--- src/rtl/irq_cascade_pkg.sv ---
`timescale 1ns/1ps
package irq_cascade_pkg;
  localparam int ADDR_W = 4;
  localparam logic [ADDR_W-1:0] OFS_ENABLE = 4'h0;
  localparam logic [ADDR_W-1:0] OFS_STATUS = 4'h4;

  // Write strobes from the decode side to one unit's register datapath.
  typedef struct packed {
    logic enWrite;
    logic stClear;
  } regStrobe_t;
endpackage

--- src/rtl/irq_reg_ctl.sv ---
`timescale 1ns/1ps
module irq_reg_ctl
  import irq_cascade_pkg::*;
#(
  parameter int SEL_W   = 3,
  parameter int UNIT_ID = 0
) (
  input  logic [SEL_W-1:0]  regSel,
  input  logic [ADDR_W-1:0] regAddr,
  input  logic              regWe,
  output regStrobe_t        strb
);
  logic unitHit;

  always_comb begin
    unitHit      = (regSel == SEL_W'(UNIT_ID));
    strb.enWrite = unitHit && regWe && (regAddr == OFS_ENABLE);
    strb.stClear = unitHit && regWe && (regAddr == OFS_STATUS);
  end
endmodule

--- src/rtl/irq_reg_dp.sv ---
`timescale 1ns/1ps
module irq_reg_dp
  import irq_cascade_pkg::*;
#(
  parameter int W = 32
) (
  input  logic         clk,
  input  logic         rstN,
  input  logic [W-1:0] srcLvl,
  input  regStrobe_t   strb,
  input  logic [W-1:0] wrData,
  output logic [W-1:0] enableQ,
  output logic [W-1:0] statusQ,
  output logic         irqQ
);
  logic [W-1:0] clrMask;
  logic [W-1:0] statusNext;

  always_comb begin
    clrMask    = strb.stClear ? wrData : '0;
    // a live request outranks a clear in the same cycle
    statusNext = (statusQ & ~clrMask) | srcLvl;
  end

  always_ff @(posedge clk or negedge rstN) begin
    if (!rstN) begin
      enableQ <= '0;
      statusQ <= '0;
      irqQ    <= 1'b0;
    end else begin
      if (strb.enWrite) enableQ <= wrData;
      statusQ <= statusNext;
      irqQ    <= |(statusQ & enableQ);
    end
  end
endmodule

--- src/rtl/irq_cascade.sv ---
`timescale 1ns/1ps
module irq_cascade
  import irq_cascade_pkg::*;
#(
  parameter int NUM_LEAF = 6,
  parameter int SRC_W    = 32,
  localparam int NUM_UNITS = NUM_LEAF + 1,
  localparam int SEL_W     = $clog2(NUM_UNITS + 1)
) (
  input  logic                      clk,
  input  logic                      rstN,
  input  logic [NUM_LEAF*SRC_W-1:0] srcIrq,
  input  logic [SEL_W-1:0]          regSel,
  input  logic [ADDR_W-1:0]         regAddr,
  input  logic                      regWe,
  input  logic [SRC_W-1:0]          regWdata,
  output logic [SRC_W-1:0]          regRdata,
  output logic [NUM_LEAF-1:0]       leafIrq,
  output logic                      parentIrq
);
  localparam int ROOT_SEL = NUM_LEAF;

  logic [NUM_UNITS-1:0] unitIrq;
  logic [SRC_W-1:0]     unitEnable [NUM_UNITS];
  logic [SRC_W-1:0]     unitStatus [NUM_UNITS];
  logic [SRC_W-1:0]     rootSrc;

  always_comb begin
    rootSrc                 = '0;
    rootSrc[NUM_LEAF-1:0]   = unitIrq[NUM_LEAF-1:0];
  end

  for (genvar g = 0; g < NUM_UNITS; g++) begin : genUnit
    logic [SRC_W-1:0] unitSrc;
    regStrobe_t       strb;

    if (g < NUM_LEAF) begin : genLeafSrc
      assign unitSrc = srcIrq[g*SRC_W +: SRC_W];
    end else begin : genRootSrc
      assign unitSrc = rootSrc;
    end

    irq_reg_ctl #(.SEL_W(SEL_W), .UNIT_ID(g)) u_ctl (
      .regSel (regSel),
      .regAddr(regAddr),
      .regWe  (regWe),
      .strb   (strb)
    );

    irq_reg_dp #(.W(SRC_W)) u_dp (
      .clk    (clk),
      .rstN   (rstN),
      .srcLvl (unitSrc),
      .strb   (strb),
      .wrData (regWdata),
      .enableQ(unitEnable[g]),
      .statusQ(unitStatus[g]),
      .irqQ   (unitIrq[g])
    );
  end

  always_comb begin
    regRdata = '0;
    if (regSel < SEL_W'(NUM_UNITS)) begin
      if (regAddr == OFS_ENABLE)      regRdata = unitEnable[regSel];
      else if (regAddr == OFS_STATUS) regRdata = unitStatus[regSel];
    end
  end

  assign leafIrq   = unitIrq[NUM_LEAF-1:0];
  assign parentIrq = unitIrq[ROOT_SEL];
endmodule

--- config.mk ---
export PLATFORM = sky130hd
export DESIGN_NAME = irq_cascade
export DESIGN_NICKNAME = d
export VERILOG_FILES = /design/src/rtl/irq_cascade_pkg.sv /design/src/rtl/irq_reg_ctl.sv /design/src/rtl/irq_reg_dp.sv /design/src/rtl/irq_cascade.sv
export SDC_FILE = /design/constraint.sdc
export NUM_CORES = 1
export LEC_CHECK = 0
export ABC_AREA = 1
export ABC_CLOCK_PERIOD_IN_PS = 1290
export BUFFER_PORTS_ARGS = -buffer_cell sky130_fd_sc_hd__buf_4
export CORE_AREA = 4 4 216 218
export CTS_CLUSTER_DIAMETER = 50
export CTS_CLUSTER_SIZE = 20
export DETAILED_ROUTE_END_ITERATION = 6
export DIE_AREA = 0 0 220 222
export PLACE_DENSITY = 0.77
export SETUP_SLACK_MARGIN = 0.1
export SLEW_MARGIN = 10
export SYNTH_ARGS = -nofsm -noshare
export SYNTH_HDL_FRONTEND = slang
export SYNTH_SLANG_ARGS = --single-unit
--- constraint.sdc ---
create_clock -name clk -period 1.29 [get_ports clk]
set_input_delay 0.1935 -clock clk [delete_from_list [all_inputs] [get_ports clk]]
set_output_delay 0.1935 -clock clk [all_outputs]
set_load 0.01 [all_outputs]
Yosys cells after proc, flatten, opt, wreduce, memory -nomap -nowiden
Index checks and enable logic that the tools add are counted.
{"block": "word_totals", "ff_bits": 455, "input_bits": 234, "out_inout_bits": 39}
{"block": "op_classes", "bitwise": 29, "muxes": 16, "magnitude_cmp": 2, "n_reduce_logical": 30, "n_eq_ne": 7}
{"operator": "bitwise AND 32 bit", "n": 14}
{"operator": "2-to-1 mux 32 bit", "n": 14}
{"operator": "NOT 32 bit", "n": 7}
{"operator": "OR reduction 32 bit", "n": 7}
{"operator": "binary-select mux 32 bit (select 3 bit)", "n": 2}
{"operator": "bitwise OR 32 bit", "n": 6}
{"operator": "bitwise OR 32 x 6 -> 32 bit", "n": 1}
{"operator": "logical AND 1 bit", "n": 21}
{"operator": "== test 3 bit (second input constant)", "n": 3}
{"operator": "== test 3 x 2 -> 1 bit (second input constant)", "n": 2}
{"operator": "== test 4 x 3 -> 1 bit (second input constant)", "n": 1}
{"operator": "greater-or-equal comparator 4 bit (second input constant)", "n": 1}
{"operator": "zero test 4 bit", "n": 1}
{"operator": "NOT 3 -> 4 bit", "n": 1}
{"operator": "== test 3 x 1 -> 1 bit (second input constant)", "n": 1}
{"operator": "zero test 3 bit", "n": 1}
{"operator": "less-than comparator 3 bit (second input constant)", "n": 1}

Logic depth before layout (Yosys ltp)
{"block": "depth", "word_depth": 7, "ltp_mapped": 13}

Modules after synthesis
From an unflattened synthesis, not the netlist that was laid out.
{"block": "unflattened", "cells_unflattened": 2998, "hier_area_um2": 25276.7}
{"mod": "irq_reg_dp", "area_per_inst_um2": 2782.7, "seq_area_each_um2": 1626.6, "cells_per_inst": 231, "n_inst": 7}
{"mod": "irq_cascade", "area_per_inst_um2": 5431.5, "seq_area_each_um2": 0.0, "cells_per_inst": 1294, "n_inst": 1}
{"mod": "irq_reg_ctl at genUnit[3].u_ctl ...", "area_per_inst_um2": 56.3, "seq_area_each_um2": 0.0, "cells_per_inst": 13, "n_inst": 3}
{"mod": "irq_reg_ctl at genUnit[1].u_ctl ...", "area_per_inst_um2": 50.0, "seq_area_each_um2": 0.0, "cells_per_inst": 12, "n_inst": 3}
{"mod": "irq_reg_ctl at genUnit[0].u_ctl", "area_per_inst_um2": 47.5, "seq_area_each_um2": 0.0, "cells_per_inst": 12, "n_inst": 1}

Least setup slack after synthesis
OpenSTA, ideal clock, no wires.
{"block": "synth_path", "kind": "input-to-output", "startpoint": "input regSel[0]", "endpoint": "output regRdata[28]", "n_path_buf": 3, "required_ns": 1.097, "stages": 10, "arrival_time_ns": 1.225, "setup_slack_ns": -0.128, "cell_sequence": "buf_4 inv_2 buf_2 buf_4 nand3_1 nand2_1 nor2_1 nor2_1 nand2_1 a21oi_1"}
{"block": "synth_between", "elab_chain_cells": 7}
{"item": "from (decl)", "line_no": "irq_cascade.sv:13", "text": "input logic [SEL_W-1:0] regSel,"}
{"item": "NOT 3 -> 4 bit (not written as such)", "line_no": "irq_cascade.sv:65, irq_cascade.sv:66"}
{"item": "binary-select mux 32 bit (select 3 bit)", "line_no": "irq_cascade.sv:66", "text": "else if (regAddr == OFS_STATUS) regRdata = unitStatus[regSel];"}
{"item": "2-to-1 mux 32 bit (not written as such) (2 in series)", "line_no": "irq_cascade.sv:66"}
{"item": "2-to-1 mux 32 bit", "line_no": "irq_cascade.sv:66"}
{"item": "2-to-1 mux 32 bit", "line_no": "irq_cascade.sv:65", "text": "if (regAddr == OFS_ENABLE) regRdata = unitEnable[regSel];"}
{"item": "2-to-1 mux 32 bit *", "line_no": "irq_cascade.sv:64", "text": "if (regSel < SEL_W'(NUM_UNITS)) begin"}
{"item": "to (decl)", "line_no": "irq_cascade.sv:17", "text": "output logic [SRC_W-1:0] regRdata,"}
Mark *: on every way between the ends. The rest lies on a longest branch, timed or not. The select of a mux whose other input is x is not followed.

Worst setup path in the final report
{"block": "layout_path", "startpoint": "register genUnit[2].u_dp.statusQ[14]", "endpoint": "output regRdata[14]"}
{"block": "layout_between", "elab_chain_cells": 6}
{"item": "from (decl)", "line_no": "irq_reg_dp.sv:13", "text": "output logic [W-1:0] statusQ,"}
{"item": "from (signal assigned)", "line_no": "irq_reg_dp.sv:32", "text": "statusQ <= statusNext;"}
{"item": "binary-select mux 32 bit (select 3 bit)", "line_no": "irq_cascade.sv:66"}
{"item": "2-to-1 mux 32 bit (not written as such) (2 in series)", "line_no": "irq_cascade.sv:66"}
{"item": "2-to-1 mux 32 bit", "line_no": "irq_cascade.sv:66"}
{"item": "2-to-1 mux 32 bit", "line_no": "irq_cascade.sv:65"}
{"item": "2-to-1 mux 32 bit", "line_no": "irq_cascade.sv:64"}
No other way between the ends. The select of a mux whose other input is x is not followed.

==> results.ini <==
[routing]
drtIter0Drc = 3518
ant_nets = 0
drcViolationCount = 0
avgViaCountPerCell = 5.62
wl_per_cell_um = 20.0
drtPass1Iterations = 6
finalWirelength_mm = 97.7
vias = 27413

[synthesis]
synth-xor-area-share = 0
syn-num-nets = 3602
synth_top_family_by_area = simple AND/OR/NAND/NOR gates
ys_ff_latch = 455
synthTopCellsByArea = dfrtp_1 48%, nand2_1 20%, inv_1 6.7%
synth_mux_area_frac = 0
synth_cell_types = 30
syn_inst = 3368
synth_edf_count = 0
synth_area_um2 = 23800
synth_warnings = 0
syn_avg_cell_area_um2 = 7.08
ys_top_cells_by_count = 1296 x nand2_1, 455 x dfrtp_1, 426 x inv_1, 246 x nor2_1, 241 x o21ai_0
yosys.area.top_type = dfrtp_1
synth_async_sr_flop_share = 1.00
synth_compound_area_frac = 0.129
synth_fa_ha_area_frac = 0
synth_ff_type = dfrtp_1
yosysMostFrequentCell = nand2_1
synth_top_area_frac = 0.478
synth-simple-area-share = 0.286
yosysSeqAreaShare = 0.478

[setup_path]
r2r_start = genUnit[0].u_dp.enableQ[26]
crit_arrival_ns = 1.86
critPathKind = reg2out
path_max_fanout = 2
cp-end-kind = primary output
r2r_end = genUnit[0].u_dp.irqQ
crit_required_ns = 1.10
cp-start-kind = register
rr_worst_depth = 11
r2r_slack_ns = -0.21

[power]
irDropWorstVdd_mv = 1.08
p_leak_nw = 18.3
powerDensity_nw_per_um2 = 1080

[timing]
max_clock_freq_mhz = 487
relSlewSlack = 0.638
period_needed_ns = 2.05
max_slew.worst_pin.slew_ns = 0.542
holdWs_ns = 0.0331
hold_viol = 0
clock_skew_ns = 0.0261
fin_tns_setup_ns = -22.83
grt_setup_unrepaired = true
period_share = 1.59
setup_viol = 44
fin_ws_ns = -0.765
maxSlewViolCount = 0

[placed_design]
port_buffers = 272
dp_hpwl_mm = 62.6
dp_cells = 4491
gp_congestion = 1.03

[grt]
grt_start_max_net_pins = 69
overflow = 0
grt_most_used_layer = met2
grt_util_all_layers = 0.389
grt_use_met3 = 0.0795
globalRouteMet2Util = 0.643
grt_use_met1 = 0.452
grt_pass1_wl_mm = 149
grt_pass1_vias = 27773
antenna_found_initial = 0

[clocking]
ctsRootBufferMaster = clkbuf_16
clk_path_buf_depth = 3
cts_sinks = 455
tritoncts = done
clock_latency_ns = 0.61
clk_pin_slew_ns = 0.07
cts_buffers = 48
htreeDepth = 2

[layout]
drive_above_1_share = 0.277
antennaDiodeCount = 0
area_delta_synth_final_pct = 47.8
nNetsFinal = 4469
instances_no_fill = 4875

[floorplan]
num_io_pins = 273
fp.dieH_um = 222
dieArea_um2 = 48800
initial_core_util = 0.531
core_um2 = 44900
rows = 78
die_w_um = 220

[run_status]
violations = setup timing
status = complete, but fails checks

[min_path]
hp-start = regWdata[26]
holdPathEnd = genUnit[3].u_dp.enableQ[26]
hold_path_depth = 3
min_path_type = in2reg

[flow_run]
drv_cap = 0

==> registers in the layout, indices dropped and copies added (netlist names) <==
signal and count:
genUnit.u_dp.irqQ 7, genUnit.u_dp.enableQ 224, genUnit.u_dp.statusQ 224
==> worst max-delay path by stage <==
stage	startpoint	slack, ns	depth (start not counted)	end
2_1_floorplan	regSel[0]	-0.01	12	regRdata[29]
3_3_place_gp	regSel[0]	-0.59	12	regRdata[19]
3_5_place_dp	regSel[0]	-0.60	12	regRdata[19]
4_1_cts	genUnit[0].u_dp.statusQ[19]	-0.68	10	regRdata[19]
5_1_grt	genUnit[2].u_dp.statusQ[14]	-0.85	9	regRdata[14]
6_report	genUnit[2].u_dp.statusQ[14]	-0.76	9	regRdata[14]
==> area by class of cell <==
cell class / count / area (µm²)
multi-input combinational: 2292 / 10600
sequential: 455 / 11400
tap: 600 / 751
clock inverter: 40 / 487
timing repair buffer: 1007 / 9130
inverter: 431 / 1640
clock buffer: 50 / 1240
fill: 2937 / 9650
==> layout by cell type (no fill, tap or decap), types with 9 or more instances in the layout <==
master,Yosys,routed
nor2_1,246,211
nand4_1,14,14
o22ai_1,9,9
a22o_1,28,27
o21bai_1,43,43
inv_6,0,9
inv_1,426,366
nor2_2,3,27
buf_6,3,83
o21ai_1,230,321
clkinv_8,0,12
buf_4,25,669
nand2_1,1296,1202
nand2_2,7,96
clkbuf_16,0,50
inv_2,3,62
nand2_4,5,9
o21ai_2,0,10
nand3_2,0,34
dfrtp_1,455,452
nand3_1,141,105
buf_12,0,60
nor2_4,3,14
o21ai_0,241,140
dlygate4sd3_1,0,193
==> worst max-delay path, stage by stage, from the launching register on <==
cell and delay, ns:
dfrtp_1 0.35, inv_1 0.06, o21ai_0 0.21, nand2_1 0.11, nand3_2 0.13, nand2_1 0.07
nand2_1 0.05, nand2_1 0.06, inv_2 0.09, buf_6 0.11
==> stage by stage <==
step / total power [W] / utilization / cell area, µm² / setup WS (ns)
5_1_grt: 0.0392 / 0.785 / 35200 / -0.847
3_5_place_dp: 0.0216 / 0.664 / 29800 / -0.602
2_1_floorplan: 0.0184 / - / 24200 / -0.0120
3_3_place_gp: 0.0215 / 0.664 / 29800 / -0.589
6_report: 0.0379 / 0.785 / 35200 / -0.765
4_1_cts: 0.0374 / 0.773 / 34700 / -0.684
==> report_power, final <==
group	switching (W)	internal, W	total [W]
registers	0.000491	0.0149	0.0154
logic	0.00408	0.00347	0.00755
clock network	0.00723	0.00775	0.0150
==> repair_timing <==
action	4_1_cts	5_1_grt
pin swaps	188	103
resized for setup	228	150
hold buffers	193	0
endpoints found under the setup margin	51	199
cloned	0	1
hold endpoints to repair	647	0
setup buffers	77	41
==> cell families (layout without fill, tap and decap cells) <==
kind of cell    Yosys count  in the layout
compound gates          570            570
buf+inv                 621           1528
flops                   455            455
simple gates           1722           1722
==> per-layer routing <==
| metal | vias up | part of all wire |
|---|---|---|
| li1 | 12162 | - |
| met5 | - | 0.00035 |
| met3 | 580 | 0.10 |
| met1 | 12734 | 0.34 |
| met4 | 2 | 0.087 |
| met2 | 1935 | 0.47 |
Power figures use the tool's default switching activity.
